**config.mk**
```make
export PLATFORM = sky130hd
export DESIGN_NAME = bus_addr_router
export DESIGN_NICKNAME = d
export VERILOG_FILES = /design/src/rtl/addr_router_pkg.sv /design/src/rtl/addr_router_decode.sv /design/src/rtl/addr_router_resp_mux.sv /design/src/rtl/bus_addr_router.sv
export SDC_FILE = /design/constraint.sdc
export NUM_CORES = 1
export LEC_CHECK = 0
export ABC_CLOCK_PERIOD_IN_PS = 1800
export BUFFER_PORTS_ARGS = -buffer_cell sky130_fd_sc_hd__buf_2
export CORE_MARGIN = 3
export CORE_UTILIZATION = 27
export DETAILED_ROUTE_END_ITERATION = 8
export PLACE_DENSITY_LB_ADDON = 0.12
export SLEW_MARGIN = 30
export SYNTH_ARGS = -nofsm -noshare
export SYNTH_HDL_FRONTEND = slang
export SYNTH_SLANG_ARGS = --single-unit
export TNS_END_PERCENT = 20
```
**constraint.sdc**
```tcl
create_clock -name vclk -period 1.8
set_clock_uncertainty 0.15 [all_clocks]
set_input_delay 0.36 -clock vclk [all_inputs]
set_output_delay 0.36 -clock vclk [all_outputs]
set_load 0.005 [all_outputs]
```
**src/rtl/addr_router_pkg.sv**
```systemverilog
package addr_router_pkg;
  typedef enum logic [1:0] {
    TGT_NONE = 2'd0,
    TGT_RAM  = 2'd1,
    TGT_SLV  = 2'd2
  } tgt_e;
endpackage

```
**src/rtl/addr_router_decode.sv**
```systemverilog
module addr_router_decode #(
  parameter int NUM_SLAVES = 4,
  parameter int ADDR_W     = 16,
  parameter int SLV_AW     = 4,
  localparam int HI_W      = ADDR_W - SLV_AW,
  localparam int IDX_W     = ADDR_W - 1 - SLV_AW
) (
  input  logic                              req_i,
  input  logic [HI_W-1:0]                   addr_hi_i,
  output addr_router_pkg::tgt_e             tgt_o,
  output logic                              ram_hit_o,
  output logic [NUM_SLAVES-1:0]             slv_hit_o
);
  import addr_router_pkg::*;

  logic             periph;
  logic [IDX_W-1:0] idx;
  logic             mapped;

  assign periph = addr_hi_i[HI_W-1];
  assign idx    = addr_hi_i[IDX_W-1:0];

  // one comparator per slave window
  for (genvar k = 0; k < NUM_SLAVES; k++) begin : g_win
    assign slv_hit_o[k] = req_i && periph && (idx == IDX_W'(k));
  end

  assign ram_hit_o = req_i && !periph;
  assign mapped    = ram_hit_o || (|slv_hit_o);

  always_comb begin
    if (!req_i)         tgt_o = TGT_NONE;
    else if (ram_hit_o) tgt_o = TGT_RAM;
    else if (mapped)    tgt_o = TGT_SLV;
    else                tgt_o = TGT_NONE;
  end
endmodule

```
**src/rtl/addr_router_resp_mux.sv**
```systemverilog
module addr_router_resp_mux #(
  parameter int NUM_SLAVES = 4,
  parameter int DATA_W     = 16
) (
  input  logic                         req_i,
  input  addr_router_pkg::tgt_e        tgt_i,
  input  logic                         ram_hit_i,
  input  logic [NUM_SLAVES-1:0]        slv_hit_i,
  input  logic                         ram_ack_i,
  input  logic [DATA_W-1:0]            ram_rdata_i,
  input  logic [NUM_SLAVES-1:0]        slv_ack_i,
  input  logic [NUM_SLAVES*DATA_W-1:0] slv_rdata_i,
  output logic                         ack_o,
  output logic [DATA_W-1:0]            rdata_o
);
  import addr_router_pkg::*;

  logic [DATA_W-1:0] masked [NUM_SLAVES];
  logic [DATA_W-1:0] slv_data;
  logic              slv_ack;
  logic              unmapped;

  for (genvar k = 0; k < NUM_SLAVES; k++) begin : g_mask
    assign masked[k] = slv_rdata_i[k*DATA_W +: DATA_W] & {DATA_W{slv_hit_i[k]}};
  end

  // and-or tree; decoder guarantees at most one hit
  always_comb begin
    slv_data = '0;
    for (int k = 0; k < NUM_SLAVES; k++) slv_data |= masked[k];
  end

  assign slv_ack  = |(slv_ack_i & slv_hit_i);
  assign unmapped = req_i && (tgt_i == TGT_NONE);

  always_comb begin
    ack_o   = 1'b0;
    rdata_o = '0;
    if (ram_hit_i) begin
      ack_o   = ram_ack_i;
      rdata_o = ram_rdata_i;
    end else if (tgt_i == TGT_SLV) begin
      ack_o   = slv_ack;
      rdata_o = slv_data;
    end else if (unmapped) begin
      ack_o   = 1'b1;  // answer holes so the master cannot stall
    end
  end
endmodule

```
**src/rtl/bus_addr_router.sv**
```systemverilog
module bus_addr_router #(
  parameter int NUM_SLAVES = 4,
  parameter int SLV_AW     = 4,
  parameter int ADDR_W     = 16,
  parameter int DATA_W     = 16
) (
  input  logic                         m_req_i,
  input  logic [ADDR_W-1:0]            m_addr_i,
  output logic                         m_ack_o,
  output logic [DATA_W-1:0]            m_rdata_o,
  output logic                         ram_sel_o,
  output logic [ADDR_W-2:0]            ram_addr_o,
  input  logic                         ram_ack_i,
  input  logic [DATA_W-1:0]            ram_rdata_i,
  output logic [NUM_SLAVES-1:0]        slv_sel_o,
  output logic [SLV_AW-1:0]            slv_addr_o,
  input  logic [NUM_SLAVES-1:0]        slv_ack_i,
  input  logic [NUM_SLAVES*DATA_W-1:0] slv_rdata_i
);
  import addr_router_pkg::*;

  localparam int HI_W = ADDR_W - SLV_AW;

  tgt_e                  tgt;
  logic                  ram_hit;
  logic [NUM_SLAVES-1:0] slv_hit;

  addr_router_decode #(
    .NUM_SLAVES(NUM_SLAVES),
    .ADDR_W    (ADDR_W),
    .SLV_AW    (SLV_AW)
  ) u_dec (
    .req_i    (m_req_i),
    .addr_hi_i(m_addr_i[ADDR_W-1 -: HI_W]),
    .tgt_o    (tgt),
    .ram_hit_o(ram_hit),
    .slv_hit_o(slv_hit)
  );

  addr_router_resp_mux #(
    .NUM_SLAVES(NUM_SLAVES),
    .DATA_W    (DATA_W)
  ) u_mux (
    .req_i      (m_req_i),
    .tgt_i      (tgt),
    .ram_hit_i  (ram_hit),
    .slv_hit_i  (slv_hit),
    .ram_ack_i  (ram_ack_i),
    .ram_rdata_i(ram_rdata_i),
    .slv_ack_i  (slv_ack_i),
    .slv_rdata_i(slv_rdata_i),
    .ack_o      (m_ack_o),
    .rdata_o    (m_rdata_o)
  );

  assign ram_sel_o  = ram_hit;
  assign slv_sel_o  = slv_hit;
  // zero-referenced local addresses
  assign ram_addr_o = m_addr_i[ADDR_W-2:0];
  assign slv_addr_o = m_addr_i[SLV_AW-1:0];
endmodule

```
==> impl_results.md <==
- Post-Syn Area per Cell: 8.174 um^2
- Multi-input logic area: 719.4 um^2
- Sequential share of the synthesized area: 0%
- Adder-Cell Fraction of Synth Area: 0%
- DRC: 0
- Post-Layout Cell Count: 274
- Setup ws final: -0.2720 ns
- Xor/xnor share of the synthesized area: 0%
- Core ar.: 0.003078 mm^2
- Min cycle time layout: 2.072 ns
- Largest family of logic cells by synthesized area: multiplexers
- FF+latch count: 0
- Worst EP arrival: 1.56 ns
- Die W: 62.92 um
- Synth top area share: 25.75%
- Final setup viols: 21
- Post-Synth Simple-Gate Area: 17.17%
- Total congestion overflow: 0
- Worst Max-Slew Pin Slew: 0.2421 ns
- Total Power: 304.2 uW
- Hold Crit Class: input port to output pin
- Total Routing Usage GR: 17.18%
- Fin. max-slew vios: 0
- Post-Synthesis Cell Area: 874.6 um^2
- Initial DRC count: 40
- Diodes inserted: 0
- Share of layout cells above drive strength 1: 77.83%
- Vias per cell: 4.737
- Post-synthesis net count: 209
- Num rows: 20
- First-pass GRT wire length: 5.727 mm
- Initial Utilization: 28.41%
- FF/Latch Area: 0 um^2
- Final nets: 334
- Status: complete, but fails checks
- Largest net degree at the start of global routing: 12
- Pleak: 0.0008854 uW
- Vias in the first global route: 1,254
- Gpl congestion: 0.7853
- Compound-Gate Fraction of Synth Area: 22.46%
- Full die area: 0.003958 mm^2
- Failing checks: negative setup slack
- Beginning of the worst hold path: m_addr_i[3]
- Post-synthesis mux area share: 34.76%
- Top cells by count, synth: buf_4, a22oi_1, nand2_1
- P&R area growth vs syn: 87.27%
- Max VDD drop: 0.09418 mV
- DP Cell Count: 270
- Clock buffers: 0
- Avg WL per Cell: 13.39 um
- RSZ-0062 raised after global routing: yes
- Port buffer count: 131
- Critical Path Start: m_addr_i[6]
- Synth Instances: 107
- Synth area leader: mux4_2
- First-pass DRT Iterations: 4
- Slew headroom: 83.73%
- Ys Warns: 0
- Via count: 1,298
- Final Util: 53.21%
- Setup CP Type: input port to output pin
- I/O pin count: 143
- Worst setup SP type: input port
- Post-DP HPWL: 3.059 mm
- Max-Cap Viols: 0
- Max Freq: 482.6 MHz
- Initial antenna violation count: 0
- Layout fillers: 306
- Count of cell types in the netlist: 24
- ANT nets after route: 0
- Chip height: 62.92 um
- Final Hold Violating Endpoints: 0
- Critical path data required time: 1.29 ns
- Crit end category: output pin
- Crit-path max FO: 5
- Routed WL: 3.668 mm
- Count leader, synth: buf_4
- Power per cell area: 185.7 mW/mm^2
- Top area cells in the synthesized netlist: mux4_2, buf_4, a22oi_1, mux2_2, o21ai_0
- Period utilization: 115.1%
[final timing paths]
check                  endpoint  slack, ns  depth (start not counted)
hold / removal    ram_addr_o[3]       0.57                          0
setup / recovery   m_rdata_o[2]      -0.27                          7
[repair_timing]
action / in CTS / in global routing
gates resized for setup: 15 / 3
cloned: 3 / 0
buffers inserted: 1 / 0
pin swaps: 12 / 3
hold buffers: 0 / 0
endpoints found under the setup margin: 21 / 21
[critical path, cell delays in order]
cell     delay, ns
buf_6         0.09
or3b_4        0.40
nor2b_4       0.16
buf_12        0.14
nand3_4       0.11
o21ai_0       0.17
buf_2         0.13
[layer usage]
metal  global-route usage [%]  wire length (um)  up-vias
met1                    19.22              1263      578
met4                   0.2755                17        0
met3                    3.237               376        6
li1                         -                 -      633
met5                        0                 0        -
met2                    34.65              2011       81
[where the power goes]
group,switching [uW],internal (uW)
logic,113,191
clock network,0,0
registers,0,0
[final cells by class]
class	instances	area share, %
well taps	44	3.361
inverters	9	2.063
repair buffers	147	50.65
multi-input cells	74	43.93
[per-stage QoR]
stage	area [um^2]	hold slack (ns)	setup TNS, ns	worst slack, ns
final	1638	0.5700	-4.982	-0.2720
after global routing	1638	0.5700	-6.264	-0.3634
after floorplan	874.6	0.6508	-0.5348	-0.06636
after CTS	1623	0.5701	-5.090	-0.2812
after detailed placement	1533	0.5701	-7.015	-0.3784
after global placement	1533	0.5701	-6.256	-0.3300
[cells by family (layout without fill, tap and decap cells)]
group	count (synthesis)	in the layout
buffers and inverters	36	156
AND/OR/NAND/NOR	23	26
multiplexers	17	17
AO/OA/AOI/OAI	31	31
[cells in the final DEF (no fill, tap or decap), drive strengths merged]
cell / instances
nand2: 11
o221a: 1
and4b: 1
and2b: 1
nor3: 2
nor2b: 1
mux2: 7
buf: 147
nand3: 4
or3b: 1
mux4: 10
inv: 9
o21ai: 16
nor4: 1
a22oi: 14
and3b: 1
nor2: 2
nor3b: 1
(Power assumes the default switching activity.)
